==> src/rtl/mdio_slave_pkg.sv <==
package mdio_slave_pkg;

  typedef enum logic [2:0] {
    ST_PRE  = 3'd0,
    ST_SOF  = 3'd1,
    ST_OPC  = 3'd2,
    ST_PHY  = 3'd3,
    ST_REG  = 3'd4,
    ST_TA   = 3'd5,
    ST_DATA = 3'd6
  } mdio_state_e;

  localparam logic [1:0] OPC_RD = 2'b10;
  localparam logic [1:0] OPC_WR = 2'b01;

endpackage

==> src/rtl/mdio_line_sync.sv <==
module mdio_line_sync #(
  parameter int STAGES = 2
) (
  input  logic clk,
  input  logic rst_n,
  input  logic mdc_i,
  input  logic mdio_i,
  output logic mdio_s,
  output logic mdc_rise,
  output logic mdc_fall
);

  localparam int NLINES = 2;

  logic [NLINES-1:0] raw;
  logic [NLINES-1:0] synced;
  logic              mdc_d;

  assign raw = {mdio_i, mdc_i};

  // one synchronizer chain per incoming line
  for (genvar g = 0; g < NLINES; g++) begin : g_chain
    logic [STAGES-1:0] chain_q;
    always_ff @(posedge clk or negedge rst_n) begin
      if (!rst_n) chain_q <= '0;
      else        chain_q <= {chain_q[STAGES-2:0], raw[g]};
    end
    assign synced[g] = chain_q[STAGES-1];
  end

  always_ff @(posedge clk or negedge rst_n) begin
    if (!rst_n) mdc_d <= 1'b0;
    else        mdc_d <= synced[0];
  end

  assign mdio_s   = synced[1];
  assign mdc_rise =  synced[0] & ~mdc_d;
  assign mdc_fall = ~synced[0] &  mdc_d;

endmodule

==> src/rtl/mdio_frame_decoder.sv <==
module mdio_frame_decoder
  import mdio_slave_pkg::*;
#(
  parameter int ADDR_W    = 5,
  parameter int DATA_W    = 16,
  parameter int PRE_EDGES = 64
) (
  input  logic              clk,
  input  logic              rst_n,
  input  logic              mdc_rise,
  input  logic              mdc_fall,
  input  logic              mdio_s,
  output mdio_state_e       state_o,
  output logic [1:0]        opc_o,
  output logic [ADDR_W-1:0] phy_o,
  output logic [ADDR_W-1:0] reg_o,
  output logic              ta_done,
  output logic              data_done
);

  localparam int CNT_LIM = (PRE_EDGES > 2*DATA_W) ? PRE_EDGES : 2*DATA_W;
  localparam int CNT_W   = $clog2(CNT_LIM + 1) + 1;
  localparam logic [CNT_W-1:0] CNT_MAX = {CNT_W{1'b1}};
  localparam logic [CNT_W-1:0] E_PRE   = CNT_W'(PRE_EDGES);
  localparam logic [CNT_W-1:0] E_SOF   = CNT_W'(2);
  localparam logic [CNT_W-1:0] E_OPC   = CNT_W'(4);
  localparam logic [CNT_W-1:0] E_ADR   = CNT_W'(2*ADDR_W);
  localparam logic [CNT_W-1:0] E_TA    = CNT_W'(4);
  localparam logic [CNT_W-1:0] E_DAT   = CNT_W'(2*DATA_W);

  mdio_state_e       st_q, st_d;
  logic [CNT_W-1:0]  cnt_q, cnt_d, cnt_inc;
  logic [1:0]        opc_q, opc_d;
  logic [ADDR_W-1:0] phy_q, phy_d;
  logic [ADDR_W-1:0] reg_q, reg_d;

  // next-state logic: every MDC edge advances the counter (saturating)
  always_comb begin
    st_d      = st_q;
    cnt_d     = cnt_q;
    opc_d     = opc_q;
    phy_d     = phy_q;
    reg_d     = reg_q;
    ta_done   = 1'b0;
    data_done = 1'b0;
    cnt_inc   = (cnt_q == CNT_MAX) ? cnt_q : cnt_q + 1'b1;
    if (mdc_rise || mdc_fall) cnt_d = cnt_inc;

    case (st_q)
      ST_PRE: begin
        if (mdc_rise && (cnt_inc >= E_PRE) && !mdio_s) begin
          st_d  = ST_SOF;
          cnt_d = '0;
        end
      end
      ST_SOF: begin
        if (mdc_rise && (cnt_inc == E_SOF)) begin
          st_d  = ST_OPC;
          cnt_d = '0;
          opc_d = '0;
        end
      end
      ST_OPC: begin
        if (mdc_rise) begin
          opc_d = {opc_q[0], mdio_s};
          if (cnt_inc == E_OPC) begin
            st_d  = ST_PHY;
            cnt_d = '0;
            phy_d = '0;
          end
        end
      end
      ST_PHY: begin
        if (mdc_rise) begin
          phy_d = {phy_q[ADDR_W-2:0], mdio_s};
          if (cnt_inc == E_ADR) begin
            st_d  = ST_REG;
            cnt_d = '0;
            reg_d = '0;
          end
        end
      end
      ST_REG: begin
        if (mdc_rise) begin
          reg_d = {reg_q[ADDR_W-2:0], mdio_s};
          if (cnt_inc == E_ADR) begin
            st_d  = ST_TA;
            cnt_d = '0;
          end
        end
      end
      ST_TA: begin
        if (mdc_rise && (cnt_inc == E_TA)) begin
          st_d    = ST_DATA;
          cnt_d   = '0;
          ta_done = 1'b1;
        end
      end
      ST_DATA: begin
        if (mdc_rise && (cnt_inc == E_DAT)) begin
          st_d      = ST_PRE;
          cnt_d     = '0;
          data_done = 1'b1;
        end
      end
      default: begin
        st_d  = ST_PRE;
        cnt_d = '0;
      end
    endcase
  end

  always_ff @(posedge clk or negedge rst_n) begin
    if (!rst_n) begin
      st_q  <= ST_PRE;
      cnt_q <= '0;
      opc_q <= '0;
      phy_q <= '0;
      reg_q <= '0;
    end else begin
      st_q  <= st_d;
      cnt_q <= cnt_d;
      opc_q <= opc_d;
      phy_q <= phy_d;
      reg_q <= reg_d;
    end
  end

  assign state_o = st_q;
  assign opc_o   = opc_q;
  assign phy_o   = phy_q;
  assign reg_o   = reg_q;

  // the start bit is taken only once the preamble edge count is reached
  a_r2_preamble_long_enough: assert property (@(posedge clk) disable iff (!rst_n)
    (st_q == ST_SOF && $past(st_q) == ST_PRE) |-> ($past(cnt_q) >= E_PRE - 1'b1));

  // the PHY address field spans exactly ADDR_W clock periods
  a_r3_phy_field_len: assert property (@(posedge clk) disable iff (!rst_n)
    (st_q == ST_REG && $past(st_q) == ST_PHY) |-> ($past(cnt_q) == E_ADR - 1'b1));

  // after the data phase the decoder goes back to the preamble
  a_r10_back_to_preamble: assert property (@(posedge clk) disable iff (!rst_n)
    (st_q == ST_DATA && mdc_rise && cnt_q == E_DAT - 1'b1) |=> (st_q == ST_PRE));

endmodule

==> src/rtl/mdio_data_path.sv <==
module mdio_data_path #(
  parameter int DATA_W = 16
) (
  input  logic              clk,
  input  logic              rst_n,
  input  logic              mdc_rise,
  input  logic              mdc_fall,
  input  logic              mdio_s,
  input  logic              in_data,
  input  logic              ta_done,
  input  logic              data_done,
  input  logic              load_rd,
  input  logic [DATA_W-1:0] load_val,
  input  logic              commit_ok,
  output logic              out_o,
  output logic              oe_o,
  output logic              wr_stb_o,
  output logic [DATA_W-1:0] wr_data_o
);

  logic [DATA_W-1:0] sh_q, sh_d;
  logic              drive_q, drive_d;
  logic              out_q, out_d;
  logic              wr_q, wr_d;

  always_comb begin
    sh_d    = sh_q;
    drive_d = drive_q;
    out_d   = out_q;
    wr_d    = 1'b0;
    if (ta_done) begin
      drive_d = load_rd;
      out_d   = 1'b0;
      sh_d    = load_rd ? load_val : '0;
    end else if (in_data) begin
      if (drive_q && mdc_fall) begin
        out_d = sh_q[DATA_W-1];
        sh_d  = {sh_q[DATA_W-2:0], 1'b0};
      end
      if (!drive_q && mdc_rise) begin
        sh_d = {sh_q[DATA_W-2:0], mdio_s};
      end
      if (data_done) begin
        wr_d    = !drive_q && commit_ok;
        drive_d = 1'b0;
        out_d   = 1'b0;
      end
    end
  end

  always_ff @(posedge clk or negedge rst_n) begin
    if (!rst_n) begin
      sh_q    <= '0;
      drive_q <= 1'b0;
      out_q   <= 1'b0;
      wr_q    <= 1'b0;
    end else begin
      sh_q    <= sh_d;
      drive_q <= drive_d;
      out_q   <= out_d;
      wr_q    <= wr_d;
    end
  end

  assign out_o     = out_q;
  assign oe_o      = drive_q;
  assign wr_stb_o  = wr_q;
  assign wr_data_o = sh_q;

  // the line is driven only while the decoder is in its data phase
  a_r5_drive_in_data: assert property (@(posedge clk) disable iff (!rst_n)
    drive_q |-> in_data);

  // while driving, the data bit changes only after a falling MDC edge
  a_r4_change_on_fall: assert property (@(posedge clk) disable iff (!rst_n)
    (drive_q && $past(drive_q) && !$past(mdc_fall)) |-> $stable(out_q));

  // a write commit is a single-cycle pulse
  a_r6_single_commit: assert property (@(posedge clk) disable iff (!rst_n)
    wr_q |=> !wr_q);

endmodule

==> src/rtl/mdio_mgmt_slave.sv <==
module mdio_mgmt_slave
  import mdio_slave_pkg::*;
#(
  parameter int PHY_ADDR    = 1,
  parameter int ADDR_W      = 5,
  parameter int DATA_W      = 16,
  parameter int PRE_EDGES   = 64,
  parameter int SYNC_STAGES = 2
) (
  input  logic              clk,
  input  logic              rst_n,
  input  logic              mdc_i,
  input  logic              mdio_i,
  output logic              mdio_out,
  output logic              mdio_oe,
  output logic [ADDR_W-1:0] reg_addr,
  output logic              reg_rd_stb,
  input  logic [DATA_W-1:0] reg_rd_data,
  output logic              reg_wr_stb,
  output logic [DATA_W-1:0] reg_wr_data
);

  localparam logic [ADDR_W-1:0] PHY_LOC = ADDR_W'(PHY_ADDR);

  // reset asserted asynchronously, released on a clock edge
  logic [1:0] rst_pipe;
  logic       rst_int_n;
  always_ff @(posedge clk or negedge rst_n) begin
    if (!rst_n) rst_pipe <= 2'b00;
    else        rst_pipe <= {rst_pipe[0], 1'b1};
  end
  assign rst_int_n = rst_pipe[1];

  logic              mdio_s, mdc_rise, mdc_fall;
  mdio_state_e       state;
  logic [1:0]        opc;
  logic [ADDR_W-1:0] phy_field, reg_field;
  logic              ta_done, data_done;
  logic              phy_hit, is_read, in_data;
  logic [DATA_W-1:0] load_val;

  mdio_line_sync #(.STAGES(SYNC_STAGES)) u_sync (
    .clk      (clk),
    .rst_n    (rst_int_n),
    .mdc_i    (mdc_i),
    .mdio_i   (mdio_i),
    .mdio_s   (mdio_s),
    .mdc_rise (mdc_rise),
    .mdc_fall (mdc_fall)
  );

  mdio_frame_decoder #(
    .ADDR_W    (ADDR_W),
    .DATA_W    (DATA_W),
    .PRE_EDGES (PRE_EDGES)
  ) u_dec (
    .clk       (clk),
    .rst_n     (rst_int_n),
    .mdc_rise  (mdc_rise),
    .mdc_fall  (mdc_fall),
    .mdio_s    (mdio_s),
    .state_o   (state),
    .opc_o     (opc),
    .phy_o     (phy_field),
    .reg_o     (reg_field),
    .ta_done   (ta_done),
    .data_done (data_done)
  );

  assign phy_hit  = (phy_field == PHY_LOC);
  assign is_read  = (opc == OPC_RD);
  assign in_data  = (state == ST_DATA);
  // an absent device reads as an idle, pulled-up bus
  assign load_val = phy_hit ? reg_rd_data : '1;

  mdio_data_path #(.DATA_W(DATA_W)) u_dp (
    .clk       (clk),
    .rst_n     (rst_int_n),
    .mdc_rise  (mdc_rise),
    .mdc_fall  (mdc_fall),
    .mdio_s    (mdio_s),
    .in_data   (in_data),
    .ta_done   (ta_done),
    .data_done (data_done),
    .load_rd   (is_read),
    .load_val  (load_val),
    .commit_ok (phy_hit && (opc == OPC_WR)),
    .out_o     (mdio_out),
    .oe_o      (mdio_oe),
    .wr_stb_o  (reg_wr_stb),
    .wr_data_o (reg_wr_data)
  );

  assign reg_addr   = reg_field;
  assign reg_rd_stb = ta_done && is_read && phy_hit;

  // no register access for a frame aimed at another PHY address
  a_r7_absent_quiet: assert property (@(posedge clk) disable iff (!rst_int_n)
    (phy_field != PHY_LOC) |-> !(reg_rd_stb || reg_wr_stb));

  // a write commit always lands back in the preamble state
  a_r6_commit_in_preamble: assert property (@(posedge clk) disable iff (!rst_int_n)
    reg_wr_stb |-> (state == ST_PRE && !mdio_oe));

endmodule

==> config.mk <==
export PLATFORM = sky130hd
export DESIGN_NAME = mdio_mgmt_slave
export DESIGN_NICKNAME = d
export VERILOG_FILES = /design/src/rtl/mdio_slave_pkg.sv /design/src/rtl/mdio_line_sync.sv /design/src/rtl/mdio_frame_decoder.sv /design/src/rtl/mdio_data_path.sv /design/src/rtl/mdio_mgmt_slave.sv
export SDC_FILE = /design/constraint.sdc
export NUM_CORES = 1
export LEC_CHECK = 0
export BUFFER_PORTS_ARGS = -buffer_cell sky130_fd_sc_hd__buf_2
export CORE_UTILIZATION = 51
export DETAILED_ROUTE_END_ITERATION = 16
export PLACE_DENSITY = 0.8
export SLEW_MARGIN = 10
export SYNTH_ARGS = -nofsm -noshare
export SYNTH_HDL_FRONTEND = slang
export SYNTH_SLANG_ARGS = --single-unit
export TNS_END_PERCENT = 100
==> constraint.sdc <==
create_clock -name clk -period 2.67 [get_ports clk]
set_input_delay 0.801 -clock clk [delete_from_list [all_inputs] [get_ports clk]]
set_output_delay 0.801 -clock clk [all_outputs]
set_load 0.005 [all_outputs]
======== Word level (Yosys, flattened, before mapping) ========
Index checks and enable logic that the tools add are counted.
operators by class
  add/sub/neg operators ................... 1
  order comparisons ....................... 1
  eq/ne operators ......................... 24
  mux-type cells .......................... 53
  bitwise gates (word level) .............. 4
  reduce and logical (&&, ||, !) cells .... 30
operators with widths
  kind                                                                      number
  16-bit 2-to-1 mux                                                         6
  8-bit 2-to-1 mux                                                          10
  8-bit case mux with 6 select lines                                        1
  3-bit 2-to-1 mux                                                          10
  5-bit 2-to-1 mux                                                          6
  3-bit case mux with 7 select lines                                        1
  2-bit by 1-bit inequality test with 1-bit output (second input constant)  10
  5-bit case mux with 2 select lines                                        2
  1-bit 2-to-1 mux                                                          14
  1-bit logical AND                                                         11
  10-bit AND reduction                                                      1
  2-bit nonzero test                                                        5
  3-bit equality test (second input constant)                               3
  8-bit by 1-bit adder with 8-bit output (second input constant)            1
  8-bit by 2-bit equality test with 1-bit output (second input constant)    1
  8-bit by 3-bit equality test with 1-bit output (second input constant)    1
  8-bit by 4-bit equality test with 1-bit output (second input constant)    1
  8-bit by 6-bit equality test with 1-bit output (second input constant)    1
  8-bit equality test (second input constant)                               1
  8-bit by 7-bit >= comparator with 1-bit output (second input constant)    1
  4-bit AND reduction                                                       2
  3-bit by 2-bit equality test with 1-bit output (second input constant)    2
  2-bit AND reduction                                                       3
  3-bit nonzero test                                                        2
  13 further kinds                                                          17
storage, ports and cells
  register bits ........................... 49
  input bits .............................. 20

======== Depth between registers and ports, before layout ========
Gate-level depths: netlist of run 1.
  word-level depth ........................ 9
  gate-level depth with buffers ........... 9

======== Hierarchy ========
From an unflattened synthesis of run 1, not the netlist that was laid out.
second synthesis, totals
  cells, all modules ...................... 311
  area total of the unflattened synthesis .. 3011.6 um^2
by module, submodules not included
  module              times used  cells each  area each (um^2)  seq. area each (um^2)
  mdio_frame_decoder  1           172         1625.3            575.6
  mdio_data_path      1           100         1001.0            475.5
  mdio_mgmt_slave     1           32          245.2             50.0
  mdio_line_sync      1           7           140.1             125.1

======== Least setup slack after synthesis of run 1 ========
No wires, ideal clock.
  kind .................................... reg2out
  from .................................... register u_dec.cnt_q[0]
  to ...................................... output reg_rd_stb
  data arrival time ....................... 2.045 ns
  data required time ...................... 1.869 ns
  slack ................................... -0.176 ns
  cell stages (with the launch flop) ...... 8
  path buffers ............................ 1
  cell sequence ........................... dfrtp_1 ha_1 buf_6 and4_4 a21oi_4 a32oi_4 or4_1 nor3b_1
on the way
  longest elaborated chain between the ends .. 8
  elaborated cells on any way between the ends .. 9
RTL lines
  item                                                                                  line                       RTL
  start, declared                                                                       mdio_frame_decoder.sv:32   logic [CNT_W-1:0] cnt_q, cnt_d, cnt_inc;
  start signal, assigned                                                                mdio_frame_decoder.sv:122  cnt_q <= cnt_d;
  8-bit by 1-bit adder with 8-bit output / 8-bit equality test (equally long branches)  mdio_frame_decoder.sv:46   cnt_inc = (cnt_q == CNT_MAX) ? cnt_q : cnt_q + 1'b1;
  8-bit 2-to-1 mux *                                                                    mdio_frame_decoder.sv:46
  8-bit by 3-bit equality test with 1-bit output *                                      mdio_frame_decoder.sv:93   if (mdc_rise && (cnt_inc == E_TA)) begin
  1-bit logical AND *                                                                   mdio_frame_decoder.sv:93
  1-bit 2-to-1 mux *                                                                    mdio_frame_decoder.sv:93
  1-bit 2-to-1 mux *                                                                    mdio_frame_decoder.sv:49   case (st_q)
  1-bit logical AND * (2 in a row)                                                      mdio_mgmt_slave.sv:95      assign reg_rd_stb = ta_done && is_read && phy_hit;
  end, declared                                                                         mdio_mgmt_slave.sv:17      output logic reg_rd_stb,
Every way passes the cells marked *; elsewhere a longest branch is shown, timed or not.

======== Worst setup path in the final report of run 1 ========
Ends and elaborated chain as after synthesis.

==> results.md, run 1 <==
Routing:
- The total detailed-routing wirelength is 7.08 mm.
- Using the TritonRoute via totals, the vias-per-cell ratio works out to 6.04.
- Detailed routing inserted a total of 2635 vias.
- The DRC violations left is 0.
- Dividing the detail-routed wire length by the instance count gives 16.2 um.
- Once detail routing completed, the nets flagged for antenna violations numbered 0.
- For this block, the initial DRC count from the detailed router was 221.
- The first detailed-routing pass ran for 4 iterations.

Setup path:
- The critical path crosses 7 cells after its start point.
- The largest driver fanout on the critical path is 5.
- The critical path in this run is classified as flip-flop to primary output.
- The worst setup path is launched from a flip-flop.
- The cell count of the worst reg-to-reg path is 9.
- The critical path goes through ha_4, and4_4, a21oi_4, a32oi_4, or4_4, nor3b_2, buf_2.
- The worst setup path is captured at a primary output.
- The number of buffer and inverter stages on the critical path is 1.
- Data on the critical path arrives at its endpoint at 2.20 ns.
- At the worst endpoint, the required time is 1.87 ns.
- Among all stages on the critical path, the largest delay is contributed by sky130_fd_sc_hd__or4_4.
- The dominant delay contributor by cell family on the critical path is simple AND/OR/NAND/NOR gates.
- For this run, the slowest stage of the critical path takes 0.44 ns.

Outcome:
- The flow ran to the end, but the final reports show violations.
- The checks that failed: negative setup slack.

Timing:
- In this run the tightest slew margin relative to its limit is 0.426.
- Dividing the final minimum period by the clock period gives 1.13.
- The number of endpoints with negative hold slack in the final report is 0.
- The routed design could run at a clock period as short as 3.01 ns.
- The sum of negative setup slack is -0.335 ns.
- The worst setup skew after layout is 0.00814 ns.
- The max-slew violation count came to 0.
- The slew of the pin with the lowest slew margin is 0.860 ns.
- The maximum clock rate is 0.333 GHz.
- The tightest hold path in the finished design has a slack of 0.261 ns.
- The final worst setup slack is -0.335 ns.
- Setup repair after global routing could not meet its margin everywhere.
- Setup violations remaining at the end of the flow were counted as 1.

Clock network:
- The total CTS buffers is 5.
- The clock transition at the register clock pins on the worst setup and hold paths after CTS is 0.09 ns.
- The clock latency reported for the late side of the worst-skew pair is 0.30 ns.
- After clock tree synthesis, the flow added hold-fix buffers numbering 0.
- The clock tree from TritonCTS is yes.
- For this design, the sink count on the clock tree is 49.
- The clock tree synthesis step divided the H-tree into 2 levels.
- Counting along the longest clock path gives a buffer depth of 2.
- The tree is rooted in a sky130_fd_sc_hd__clkbuf_8.

Floorplan:
- The overall die height is 76.8 um.
- For this configuration, the core starts out at a cell density of 0.545.
- The area inside the core boundary is 0.00524 mm^2.
- The horizontal extent of the die is 76.8 um.
- The initialized floorplan defines 26 standard-cell rows.
- The die covers 0.00590 mm^2.
- In this run the count of I/O pins placed on the die edge is 45.

Logic synthesis:
- Of all cell types, the one taking the most synthesized area is sky130_fd_sc_hd__dfrtp_1.
- After synthesis, the largest family of logic cells by area is compound AO/OA/AOI/OAI gates.
- Yosys printed 0 warnings.
- Among all flip-flop cells after synthesis, the most frequent one is sky130_fd_sc_hd__dfrtp_1.
- Yosys mapped a number of flops with a built-in enable equal to 0.
- Sorting the synthesized cells by area gives the leading types as sky130_fd_sc_hd__dfrtp_1, sky130_fd_sc_hd__o21ai_0, sky130_fd_sc_hd__a21oi_1.
- The synthesized-area fraction occupied by adder cells is 0.0132.
- Counting every instance in the synthesized netlist gives 297.
- The share of synthesized area in the top cell type comes to 0.430.
- Dividing the synthesized area by the synthesized cell count gives 9.61 um^2.
- Of all flip-flops after synthesis, the portion carrying an async set or reset was 1.00.
- The compound-cell area share of the yosys netlist came to 0.258.
- The share of the Yosys chip area taken by registers is 0.430.
- The fraction of the mapped netlist area in simple logic gates is 0.203.
- The cell area after synthesis is 0.00285 mm^2.
- The flip-flop and latch count after synthesis is 49.
- Of the total synthesized cell area, the portion taken by XOR and XNOR cells is 0.0184.
- After synthesis, the share of cell area in mux cells is 0.0145.
- The distinct cell type count of the synthesized netlist is 58.
- The post-synthesis net count is 320.

Final layout:
- The share of layout cells above drive strength 1 is 0.322.
- The count of filler cells inserted in the layout is 398.
- The number of standard cells in the final layout excluding fillers is 436.
- The area growth from synthesis to layout is 21.7%.
- In the final layout, the multi-input gates occupy 0.00152 mm^2.
- The area taken by flip-flops and latches is 0.00123 mm^2.
- The number of antenna diodes in the final layout is 0.
- The net count of the finished layout is 388.

GRT:
- The pin count of the biggest net entering global routing is 39.
- The initial antenna violation count is 0.
- The via count of the first global-routing pass is 2486.
- The global-route congestion overflow total is 0.
- Across every metal layer, demand over resource in global routing totals 0.256.
- The global-route wire length before repair is 11.9 mm.

Placement:
- The congestion estimate from routability-driven global placement came to 0.913.
- The half-perimeter wire length after placement is 4.83 mm.
- The number of I/O port buffers is 44.
- In this run, placement finished with an instance count of 424.
- The minimum setup slack after placement is -0.0626 ns.

Power:
- The power per unit of standard cell area is 695 mW/mm^2.
- The leakage power total is 1.41 nW.
- The maximum vdd drop is 0.517 mV.

Hold path:
- The type of the worst min-delay path is primary input to asynchronous set/reset pin.

Run:
- Across the run, the number of max-cap violations was 0.
## cells by family after synthesis
group	count (synthesis)
adder cells (fa/ha/maj)	3
flip-flops	49
buffers and inverters	35
multiplexers	4
other	1
AO/OA/AOI/OAI	107
AND/OR/NAND/NOR	92
XOR/XNOR	6
## cell usage after synthesis (2+ instances only)
master and count:
sky130_fd_sc_hd__o211ai_1 4, sky130_fd_sc_hd__a21boi_0 3, sky130_fd_sc_hd__mux2i_1 3, sky130_fd_sc_hd__a211o_1 3
sky130_fd_sc_hd__a211oi_1 17, sky130_fd_sc_hd__o21ai_0 30, sky130_fd_sc_hd__ha_1 3, sky130_fd_sc_hd__nand3_1 8
sky130_fd_sc_hd__a22o_1 7, sky130_fd_sc_hd__buf_4 4, sky130_fd_sc_hd__or2_2 2, sky130_fd_sc_hd__nand2_1 9
sky130_fd_sc_hd__or4_1 3, sky130_fd_sc_hd__xnor2_1 4, sky130_fd_sc_hd__dfrtp_1 49, sky130_fd_sc_hd__nor2b_1 21
sky130_fd_sc_hd__a31oi_1 4, sky130_fd_sc_hd__nor3_1 9, sky130_fd_sc_hd__nor2_1 12, sky130_fd_sc_hd__buf_6 3
sky130_fd_sc_hd__inv_1 14, sky130_fd_sc_hd__and3_1 3, sky130_fd_sc_hd__nand2b_1 2, sky130_fd_sc_hd__a21oi_1 27
sky130_fd_sc_hd__nand4_1 8, sky130_fd_sc_hd__buf_2 4, sky130_fd_sc_hd__a211oi_4 2, sky130_fd_sc_hd__clkbuf_1 8
sky130_fd_sc_hd__xor2_1 2
## layer usage
| metal | GRT usage | vias up | part of all wire |
|---|---|---|---|
| met3 | 0.0429 | 22 | 0.051 |
| met2 | 0.419 | 88 | 0.48 |
| met4 | 0.0923 | 0 | 0.024 |
| met1 | 0.341 | 1293 | 0.44 |
| met5 | 0 | - | 0 |
| li1 | - | 1232 | - |
## layout make-up
cell class / instances / share of cell area
multi-input combinational: 213 / 0.437
sequential: 49 / 0.354
timing repair buffer: 82 / 0.146
tap: 70 / 0.0252
clock buffer: 7 / 0.0220
inverter: 14 / 0.0151
clock inverter: 1 / 0.00144
## cells in the final DEF, fill, tap and decap left out, drive strengths merged, types with 2 or more instances in the layout
master | Yosys | layout
or4b | 2 | 2
buf | 12 | 82
nor4 | 3 | 3
mux2i | 3 | 3
nand4 | 9 | 9
nor3 | 9 | 9
xor2 | 2 | 2
o211ai | 4 | 4
a22o | 7 | 7
or4 | 4 | 4
nand2 | 9 | 9
xnor2 | 4 | 4
nand2b | 2 | 2
and4 | 3 | 3
nand3 | 8 | 8
nor2 | 12 | 12
a21boi | 3 | 3
ha | 3 | 3
dfrtp | 49 | 49
a31oi | 4 | 4
and3 | 3 | 3
a21oi | 28 | 28
clkbuf | 9 | 7
nor2b | 21 | 21
o21ai | 31 | 31
or2 | 2 | 2
a211o | 3 | 3
nor4b | 2 | 2
inv | 14 | 14
a211oi | 20 | 20
## power by group
part	internal, mW	switching, mW	leakage [nW]
combinational	0.470	0.602	0.802
clock	0.184	0.235	0.0422
sequential	0.824	0.0965	0.561
## metrics by stage
stage / power (mW) / utilization / cell area (um^2)
after floorplan: 1.61 / - / 2880
after global placement: 1.86 / 0.635 / 3330
after detailed placement: 1.90 / 0.635 / 3330
after CTS: 2.36 / 0.657 / 3440
after global routing: 2.55 / 0.663 / 3470
final: 2.41 / 0.663 / 3470
## sequential cells by signal (all words and copies together) (netlist names), 2 cells and up
signal / flops
rst_pipe: 2
u_dec.cnt_q: 8
u_dec.opc_o: 2
u_dec.phy_o: 5
u_dec.reg_o: 5
u_dec.state_o: 3
u_dp.wr_data_o: 16
u_sync.g_chain.chain_q: 4
## final timing paths
| path | startpoint | to | slack (ns) |
|---|---|---|---|
| hold / removal | rst_n | rst_pipe[1] | 0.26 |
| min in group clk | rst_pipe[0] | rst_pipe[1] | 0.36 |
| setup / recovery | u_dec.cnt_q[0] | reg_rd_stb | -0.34 |
| setup reg to reg | u_dec.cnt_q[0] | u_dec.cnt_q[7] | 0.18 |
| hold reg to reg | rst_pipe[0] | rst_pipe[1] | 0.36 |
| max in group asynchronous | rst_pipe[1] | u_sync.mdc_d | 1.66 |
## timing repair
item | 4_1_cts | 5_1_grt
resized for setup | 4 | 6
setup buffers | 2 | 2
endpoints found under the setup margin | 2 | 10
gates cloned | 0 | 0
pin swaps | 2 | 3
hold endpoints to repair | 0 | 0
(Power assumes the default switching activity.)
==> run 2, diff against run 1 <==
--- a/config.mk
+++ b/config.mk
@@ -5,10 +5,12 @@
 export SDC_FILE = /design/constraint.sdc
 export NUM_CORES = 1
 export LEC_CHECK = 0
+export ABC_AREA = 1
 export BUFFER_PORTS_ARGS = -buffer_cell sky130_fd_sc_hd__buf_2
-export CORE_UTILIZATION = 51
+export CORE_MARGIN = 4
+export CORE_UTILIZATION = 60
 export DETAILED_ROUTE_END_ITERATION = 16
-export PLACE_DENSITY = 0.8
+export PLACE_DENSITY = 0.88
 export SLEW_MARGIN = 10
 export SYNTH_ARGS = -nofsm -noshare
 export SYNTH_HDL_FRONTEND = slang
==> constraint.sdc (replaced) <==
create_clock -name clk -period 3.7 [get_ports clk]
set_input_delay 1.11 -clock clk [delete_from_list [all_inputs] [get_ports clk]]
set_output_delay 1.11 -clock clk [all_outputs]
set_load 0.005 [all_outputs]
==> run 2 against run 1 <==
The run now ends clean. Hold slack gained 0.099 ns. Register-to-register slack gained 1.3 ns. Clock power shrank 10%. Combinational power shrank 21%. Synthesized area shrank 7.1%. Utilization grew 6.5 points. Synthesized cell count grew 12%. First-iteration DRC count shrank 32%. Worst setup slack gained 0.59 ns. Final cell count shrank 1.8%. Sequential power shrank 8.0%. Sequential share of layout area grew 5.2 points. Largest power group is now registers. Highest routed layer unchanged.
==> results.md, run 2 <==
Timing:
- The headroom to the max-slew limit is 0.349 (was 0.426).
- RSZ-0062 raised after global routing: no (was yes).
- The max-slew violation count is 0 (unchanged).
- For this run, the top clock speed supported by timing is 0.290 GHz.
- The minimum clock period after layout is 3.44 ns.
- The slew of the pin with the lowest slew margin was 0.977 ns (was 0.860 ns).
- The number of endpoints failing setup at the final stage is 0 (was 1).
- In the finished design, the share of the clock period the worst path needs comes to 0.931.
- The sum of negative setup slack was 0 ns (was -0.335 ns).
- The worst setup skew after layout is 0.0121 ns (was 0.00814 ns).
- The number of endpoints with negative hold slack in the final report is 0 (unchanged).

Placement:
- The placed cell count came to 420 (was 424).
- The number of I/O port buffers is 44 (unchanged).
- The half-perimeter wire length after placement is 4.16 mm (was 4.83 mm).
- The routability-driven placement congestion ratio came to 0.907 (was 0.913).

Clock network:
- The clock transition at the register clock pins on the worst setup and hold paths after CTS was 0.09 ns (about the same).
- The clock tree from TritonCTS is yes (unchanged).
- The number of clock sinks came to 49 (unchanged).
- The cell at the root of the clock tree was sky130_fd_sc_hd__clkbuf_8 (unchanged).
- The total CTS buffers came to 5 (unchanged).
- The clock latency reported for the late side of the worst-skew pair was 0.31 ns (was 0.30 ns).
- The number of post-CTS setup repair buffers is 0 (was 2).
- The number of levels the H-tree was split into is 2 (unchanged).
- The clock tree buffer depth was 2 (unchanged).

Logic synthesis:
- The share of the synthesized area in the top cell type is 0.462 (was 0.430).
- The post-synthesis cell count is 332 (was 297).
- The distinct cell type count of the synthesized netlist is 34 (was 58).
- The sequential area share after synthesis was 0.462 (was 0.430).
- The cell area after synthesis was 0.00265 mm^2 (was 0.00285 mm^2).
- The flip-flop and latch count after synthesis is 49 (unchanged).
- The fraction of the mapped netlist area in simple logic gates is 0.267 (was 0.203).
- The most used flip-flop cell after synthesis is sky130_fd_sc_hd__dfrtp_1 (unchanged).
- Most area-consuming cells after synthesis: sky130_fd_sc_hd__dfrtp_1, sky130_fd_sc_hd__nand2_1, sky130_fd_sc_hd__o21ai_0 (was sky130_fd_sc_hd__dfrtp_1, sky130_fd_sc_hd__o21ai_0, sky130_fd_sc_hd__a21oi_1).
- The dominant combinational cell family by area after synthesis is simple AND/OR/NAND/NOR gates (was compound AO/OA/AOI/OAI gates).
- The xor/xnor cell area share of the yosys netlist is 0.00330 (was 0.0184).
- The mean cell area of the mapped netlist is 7.99 um^2 (was 9.61 um^2).
- The share of cell area taken by muxes after synthesis was 0 (was 0.0145).
- The most frequently used cell type in the post-synthesis netlist is sky130_fd_sc_hd__nand2_1 (was sky130_fd_sc_hd__dfrtp_1).
- The synthesized-area fraction occupied by adder cells came to 0.0142 (was 0.0132).
- The top cell type by total area after synthesis is sky130_fd_sc_hd__dfrtp_1 (unchanged).
- Leading cell types by count after synthesis: sky130_fd_sc_hd__nand2_1, sky130_fd_sc_hd__dfrtp_1, sky130_fd_sc_hd__nor2_1 (was sky130_fd_sc_hd__dfrtp_1, sky130_fd_sc_hd__o21ai_0, sky130_fd_sc_hd__a21oi_1).
- The count of synthesis-stage warnings from yosys is 0 (unchanged).
- The compound-cell area share of the yosys netlist came to 0.172 (was 0.258).
- The post-synthesis net count was 355 (was 320).
- The count of flip-flops with a built-in enable after synthesis is 0 (unchanged).
- The async set-or-reset flop fraction in the synthesized netlist is 1.00 (unchanged).

Power:
- The internal power summed over all cells is 1.21 mW (was 1.48 mW).
- The power consumption is 2.07 mW (was 2.41 mW).
- The combinational group share of total power is 0.409 (was 0.445).
- The power per unit of standard cell area is 686 mW/mm^2 (was 695 mW/mm^2).
- The maximum vdd drop is 0.399 mV (was 0.517 mV).
- The net switching power is 0.860 mW (was 0.933 mW).
- The leakage power total is 1.50 nW (was 1.41 nW).
- The net switching fraction of the power is 0.415 (was 0.387).
- The clock network fraction of design power was 0.182 (was 0.174).
- The sequential share of power was 0.409 (was 0.382).

Final layout:
- The net count of the finished layout is 400 (was 388).
- The most common cell after layout, fill and taps aside is sky130_fd_sc_hd__nand2_1 (was sky130_fd_sc_hd__dfrtp_1).
- Commonest non-fill, non-tap cells in the layout: sky130_fd_sc_hd__nand2_1, sky130_fd_sc_hd__dfrtp_1, sky130_fd_sc_hd__buf_2 (was sky130_fd_sc_hd__dfrtp_1, sky130_fd_sc_hd__buf_2, sky130_fd_sc_hd__buf_4).
- The share of the core filled with cells was 0.729 (was 0.663).
- The share of layout cells above drive strength 1 came to 0.198 (was 0.322).
- The number of flip-flops in the largest register is 16 (unchanged).
- The post-synthesis to final-layout area growth is 13.9% (was 21.7%).
- The count of antenna diodes in the layout is 0 (unchanged).
- The number of standard cells in the final layout excluding fillers was 428 (was 436).

Floorplan:
- The area inside the core boundary was 0.00414 mm^2 (was 0.00524 mm^2).
- The number of I/O pins is 45 (unchanged).
- The overall die area is 0.00555 mm^2 (was 0.00590 mm^2).
- The floorplan row count came to 23 (was 26).
- The overall die height is 74.5 um (was 76.8 um).
- The horizontal extent of the die was 74.5 um (was 76.8 um).
- The initial core utilization is 0.640 (was 0.545).

Setup path:
- The critical path required time is 2.59 ns (was 1.87 ns).
- The nature of the critical path startpoint is a flip-flop (unchanged).
- The largest driver fanout on the critical path came to 17 (was 5).
- The kind of end point of the critical path was a primary output (unchanged).
- The maximum single-stage delay on the critical path is 0.45 ns (was 0.44 ns).
- The critical path's most frequent cell is sky130_fd_sc_hd__nand2_1.
- The startpoint of the worst register-to-register path is u_dec.cnt_q[0] (unchanged).
- The timing startpoint of the critical path is u_dec.cnt_q[0] (unchanged).
- The critical path capture point is reg_rd_stb (unchanged).
- The worst setup path category is flip-flop to primary output (unchanged).
- The worst-case register-to-register setup slack was 1.43 ns (was 0.18 ns).
- The slowest library cell on the worst path is sky130_fd_sc_hd__dfrtp_1 (was sky130_fd_sc_hd__or4_4).
- The reg-to-reg endpoint is u_dp.wr_data_o[13] (was u_dec.cnt_q[7]).
- The data arrival time of the critical path was 2.33 ns (was 2.20 ns).
- Crit-path cells: ha_1, nand2_2, nor2_4, nand2_4, nand2_1, nand2_1, nand3_1, nor2_4, nand3_4, inv_4, nand2_1, nor2_1, buf_2 (was ha_4, and4_4, a21oi_4, a32oi_4, or4_4, nor3b_2, buf_2).
- The cell count of the worst reg-to-reg path came to 13 (was 9).

Routing:
- The average wire length per cell after detail routing is 13.3 um (was 16.2 um).
- The per-cell via count in the routed design is 5.57 (was 6.04).
- The number of search-and-repair iterations in the first detailed-routing pass is 4 (unchanged).
- The DRC violations left came to 0 (unchanged).
- The total detailed-routing wirelength was 5.70 mm (was 7.08 mm).
- The detailed-route via count is 2383 (was 2635).
- The number of nets still failing antenna checks after routing is 0 (unchanged).
- The number of violations reported at the end of detailed-routing iteration 0 is 150 (was 221).

GRT:
- The global-route wire length before repair was 9.50 mm (was 11.9 mm).
- The pin count of the biggest net entering global routing is 48 (was 39).
- The global-route congestion overflow total came to 0 (unchanged).
- The initial antenna violation count is 0 (unchanged).
- The via count of the first global-routing pass is 2193 (was 2486).
- The combined global-route utilization of all metal layers is 0.220 (was 0.256).

Run:
- The number of max-capacitance violations reported is 0 (unchanged).

Hold path:
- The type of the worst min-delay path is flip-flop to flip-flop (was primary input to asynchronous set/reset pin).

Outcome:
- Run status: completed (was complete, but fails checks).
-- run 2: changes by cell type after synthesis, sizes merged, moves of 5 or more --
cell / delta
o22ai: +6
clkbuf: -6
inv: +19
a211oi: -20
a21oi: -8
nor2b: -21
nor3: -5
a22o: -7
nand4: -6
o211ai: +13
nor2: +36
buf: -5
nand2: +62
nand3: +17
-- run 2: worst min-delay path by stage --
stage	start	slack, ns	end	cells after the start
after floorplan	rst_pipe[0]	0.33	rst_pipe[1]	0
final	u_sync.g_chain[1].chain_q[0]	0.36	u_sync.g_chain[1].chain_q[1]	0
after global placement	u_sync.g_chain[0].chain_q[0]	0.33	u_sync.g_chain[0].chain_q[1]	0
after CTS	u_sync.g_chain[1].chain_q[0]	0.36	u_sync.g_chain[1].chain_q[1]	0
after global routing	rst_pipe[0]	0.37	rst_pipe[1]	0
after detailed placement	u_sync.g_chain[1].chain_q[0]	0.34	u_sync.g_chain[1].chain_q[1]	0
-- run 2: routing by layer --
metal | part of all wire | global-route usage | vias to the layer above
met5 | 0 | 0 | -
met2 | 0.50 | 0.355 | 46
met4 | 0.010 | 0.0850 | 0
li1 | - | - | 1199
met3 | 0.039 | 0.0486 | 4
met1 | 0.45 | 0.290 | 1134
-- run 2: timing repair --
item,CTS,global route
hold buffers,0,0
endpoints found under the setup margin,0,1
resized for setup,0,4
-- run 2: metrics by stage --
stage	hold WS, ns	worst slack, ns	instance area [um^2]
floorplan	0.331	0.710	2650
global placement	0.333	0.604	2890
detailed placement	0.339	0.508	2890
CTS	0.360	0.148	3000
global route	0.373	0.00346	3020
finish	0.359	0.256	3020
-- run 2: power groups by stage --
| stage | registers (mW) | clock network, mW | logic, mW |
|---|---|---|---|
| CTS | 0.843 | 0.390 | 0.840 |
| floorplan | 0.824 | 0 | 0.615 |
| global placement | 0.846 | 0 | 0.807 |
| global route | 0.872 | 0.415 | 0.962 |
| finish | 0.847 | 0.377 | 0.846 |
| detailed placement | 0.852 | 0 | 0.836 |
-- run 2: logic make-up after synthesis --
family	Yosys count
simple gates	154
compound gates	79
flops	49
buf+inv	45
fa+ha+maj	3
xor+xnor	1
other cells	1
-- run 2: area by class of cell --
| class | instances | area, um^2 |
|---|---|---|
| fillers | 346 | 1120 |
| clock buffers | 6 | 72.6 |
| flip-flops and latches | 49 | 1230 |
| multi-input cells | 238 | 1230 |
| well taps | 50 | 62.6 |
| clock inverters | 2 | 38.8 |
| repair buffers | 48 | 250 |
| inverters | 35 | 136 |
-- run 2: worst max-delay path: cells and delay by family, from the launching register on --
| kind | cells | cell delay [ns] |
|---|---|---|
| and+or+nand+nor | 10 | 1.06 |
| DFF | 1 | 0.45 |
| buffers and inverters | 2 | 0.27 |
| adders and majority gates | 1 | 0.26 |
==> run 3, diff against run 2 <==
==> constraint.sdc (replaced) <==
create_clock -name clk -period 3.7 [get_ports clk]
set_input_delay 0.74 -clock clk [delete_from_list [all_inputs] [get_ports clk]]
set_output_delay 0.74 -clock clk [all_outputs]
set_load 0.005 [all_outputs]
==> run 3 against run 2 <==
Clock-buffer cell count stayed put. Largest power group unchanged. Hold slack worse by 0.16 ns. Highest routed layer unchanged. Utilization is 0.69 points lower. Critical path depth stayed put. Die area stayed put. Register-to-register slack worse by 0.23 ns. Final cell count is 0.23% lower. First-iteration DRC count stayed put. Clock power is 2% lower. Via count is 0.34% higher. Cell area is 0.95% lower.
==> results.md, run 3 (synthesis results as in run 2) <==
Outcome:
- Run status: completed (unchanged).

Setup path:
- The kind of end point of the critical path is a primary output (unchanged).
- The worst setup path category is flip-flop to primary output (unchanged).
- The data arrival time of the critical path is 2.72 ns (was 2.33 ns).
- The largest driver fanout on the critical path came to 22 (was 17).
- The nature of the critical path startpoint is a flip-flop (unchanged).
- The critical path required time is 2.96 ns (was 2.59 ns).

GRT:
- The global-route congestion overflow total is 0 (unchanged).
- The global-route wire length before repair is 9.37 mm (was 9.50 mm).
- The pin count of the biggest net entering global routing is 48 (unchanged).
- The combined global-route utilization of all metal layers is 0.215 (was 0.220).
- The initial antenna violation count is 0 (unchanged).
- The via count of the first global-routing pass was 2193 (unchanged).

Final layout:
- The share of layout cells above drive strength 1 was 0.194 (was 0.198).
- The share of the core filled with cells is 0.722 (was 0.729).
- The number of standard cells in the final layout excluding fillers is 427 (was 428).
- The post-synthesis to final-layout area growth is 12.8% (was 13.9%).
- The number of flip-flops in the largest register is 16 (unchanged).
- Commonest non-fill, non-tap cells in the layout: sky130_fd_sc_hd__nand2_1, sky130_fd_sc_hd__dfrtp_1, sky130_fd_sc_hd__buf_2 (unchanged).
- The post-route standard cell area excluding fillers is 0.00299 mm^2 (was 0.00302 mm^2).
- The count of antenna diodes in the layout is 0 (unchanged).
- The most common cell after layout, fill and taps aside is sky130_fd_sc_hd__nand2_1 (unchanged).
- The net count of the finished layout was 399 (was 400).

Clock network:
- The number of buffers added to fix hold violations after cts is 0 (unchanged).
- The number of post-CTS setup repair buffers is 0 (unchanged).
- The clock tree from TritonCTS is yes (unchanged).
- The total CTS buffers is 5 (unchanged).
- The post-cts gate resize count is 0 (unchanged).
- The clock tree buffer depth came to 2 (unchanged).
- The number of levels the H-tree was split into is 2 (unchanged).
- The clock transition at the register clock pins on the worst setup and hold paths after CTS came to 0.08 ns (was 0.09 ns).
- The clock latency reported for the late side of the worst-skew pair was 0.30 ns (was 0.31 ns).
- The number of clock sinks is 49 (unchanged).
- The cell at the root of the clock tree is sky130_fd_sc_hd__clkbuf_8 (unchanged).

Routing:
- The number of nets still failing antenna checks after routing is 0 (unchanged).
- The total detailed-routing wirelength is 5.82 mm (was 5.70 mm).
- The number of search-and-repair iterations in the first detailed-routing pass is 4 (unchanged).
- The per-cell via count in the routed design is 5.60 (was 5.57).
- The number of violations reported at the end of detailed-routing iteration 0 came to 150 (unchanged).
- The average wire length per cell after detail routing is 13.6 um (was 13.3 um).
- The DRC violations left is 0 (unchanged).
- The detailed-route via count was 2391 (was 2383).

Timing:
- The worst setup skew after layout is 0.00352 ns (was 0.0121 ns).
- The maximum clock rate is 0.289 GHz (was 0.290 GHz).
- The post-route fraction of the period consumed by the critical path is 0.936 (was 0.931).
- The number of endpoints with negative hold slack in the final report is 0 (unchanged).
- The minimum clock period after layout was 3.46 ns (was 3.44 ns).
- The max-slew violation count is 0 (unchanged).
- The number of endpoints failing setup at the final stage is 0 (unchanged).
- The slew of the pin with the lowest slew margin is 0.996 ns (was 0.977 ns).
- The sum of negative setup slack came to 0 ns (unchanged).
- RSZ-0062 raised after global routing: no (unchanged).
- The headroom to the max-slew limit is 0.336 (was 0.349).

Floorplan:
- The floorplan row count is 23 (unchanged).
- The overall die area was 0.00555 mm^2 (unchanged).
- The area inside the core boundary came to 0.00414 mm^2 (unchanged).
- The horizontal extent of the die came to 74.5 um (unchanged).
- The overall die height is 74.5 um (unchanged).
- The number of I/O pins is 45 (unchanged).
- The initial core utilization is 0.640 (unchanged).

Hold path:
- The type of the worst min-delay path is primary input to asynchronous set/reset pin (was flip-flop to flip-flop).

Run:
- The number of max-capacitance violations reported came to 0 (unchanged).

Placement:
- The number of I/O port buffers is 44 (unchanged).
- The placed cell count was 419 (was 420).
- The post-detailed-placement cell area is 0.00288 mm^2 (was 0.00289 mm^2).
- The routability-driven placement congestion ratio is 0.916 (was 0.907).
- The half-perimeter wire length after placement came to 4.21 mm (was 4.16 mm).

Power:
- The power per unit of standard cell area came to 690 mW/mm^2 (was 686 mW/mm^2).
- The power consumption is 2.06 mW (was 2.07 mW).
- The leakage power total was 1.48 nW (was 1.50 nW).
- The maximum vdd drop is 0.414 mV (was 0.399 mV).
-- run 3: cell types whose count changed in the layout (fill, tap and decap cells not counted) --
cell                       previous run  this run
sky130_fd_sc_hd__buf_4                4         3
sky130_fd_sc_hd__clkinv_2             0         1
sky130_fd_sc_hd__clkinv_4             1         0
sky130_fd_sc_hd__nand2_1             64        65
sky130_fd_sc_hd__nand2_4              4         3
sky130_fd_sc_hd__nor2_2               1         3
sky130_fd_sc_hd__nor2_4               4         2
-- run 3: layer usage --
layer  global-route usage  vias to the layer above  part of all wire
li1                     -                     1191                 -
met1                0.275                     1125              0.44
met3               0.0365                       10             0.049
met5                    0                        -                 0
met4               0.0870                        0             0.014
met2                0.362                       65              0.50
-- run 3: final timing paths --
check                               start            endpoint  slack [ns]  cells past startpoint
hold / removal                      rst_n         rst_pipe[1]        0.20                      1
hold reg to reg               rst_pipe[0]         rst_pipe[1]        0.36                      0
min in group clk              rst_pipe[0]         rst_pipe[1]        0.36                      0
setup reg to reg           u_dec.cnt_q[0]  u_dp.wr_data_o[12]        1.20                     12
setup / recovery           u_dec.cnt_q[0]          reg_rd_stb        0.24                     13
max in group asynchronous     rst_pipe[1]      u_dec.reg_o[1]        2.64                      0
-- run 3: power breakdown --
| part | switching (mW) | total [mW] | internal (mW) |
|---|---|---|---|
| clock | 0.170 | 0.370 | 0.201 |
| sequential | 0.154 | 0.847 | 0.694 |
| combinational | 0.534 | 0.847 | 0.312 |
| total | 0.858 | 2.06 | 1.21 |
-- run 3: worst max-delay path: stages, from the launching register on --
cell and delay [ns]:
sky130_fd_sc_hd__dfrtp_1 0.45, sky130_fd_sc_hd__ha_1 0.26, sky130_fd_sc_hd__nand2_1 0.16, sky130_fd_sc_hd__nor2_2 0.09
sky130_fd_sc_hd__nand2_2 0.21, sky130_fd_sc_hd__nand2_1 0.11, sky130_fd_sc_hd__nand2_2 0.11, sky130_fd_sc_hd__nand3_1 0.10
sky130_fd_sc_hd__nor2_2 0.16, sky130_fd_sc_hd__nand3_4 0.24, sky130_fd_sc_hd__inv_4 0.24, sky130_fd_sc_hd__nand2_1 0.09
sky130_fd_sc_hd__nor2_1 0.08, sky130_fd_sc_hd__buf_2 0.11
-- run 3: final cells by class --
class / count / area, um^2
clock buffer: 6 / 72.6
clock inverter: 2 / 35.0
fill: 324 / 1150
inverter: 35 / 136
multi-input combinational: 238 / 1210
sequential: 49 / 1230
tap: 50 / 62.6
timing repair buffer: 47 / 243
-- run 3: metrics by stage --
step | worst slack (ns) | hold WS, ns
after floorplan | 1.08 | 0.331
after global placement | 0.759 | 0.334
after detailed placement | 0.671 | 0.343
after CTS | 0.269 | 0.198
after global routing | 0.0508 | 0.189
final | 0.238 | 0.203
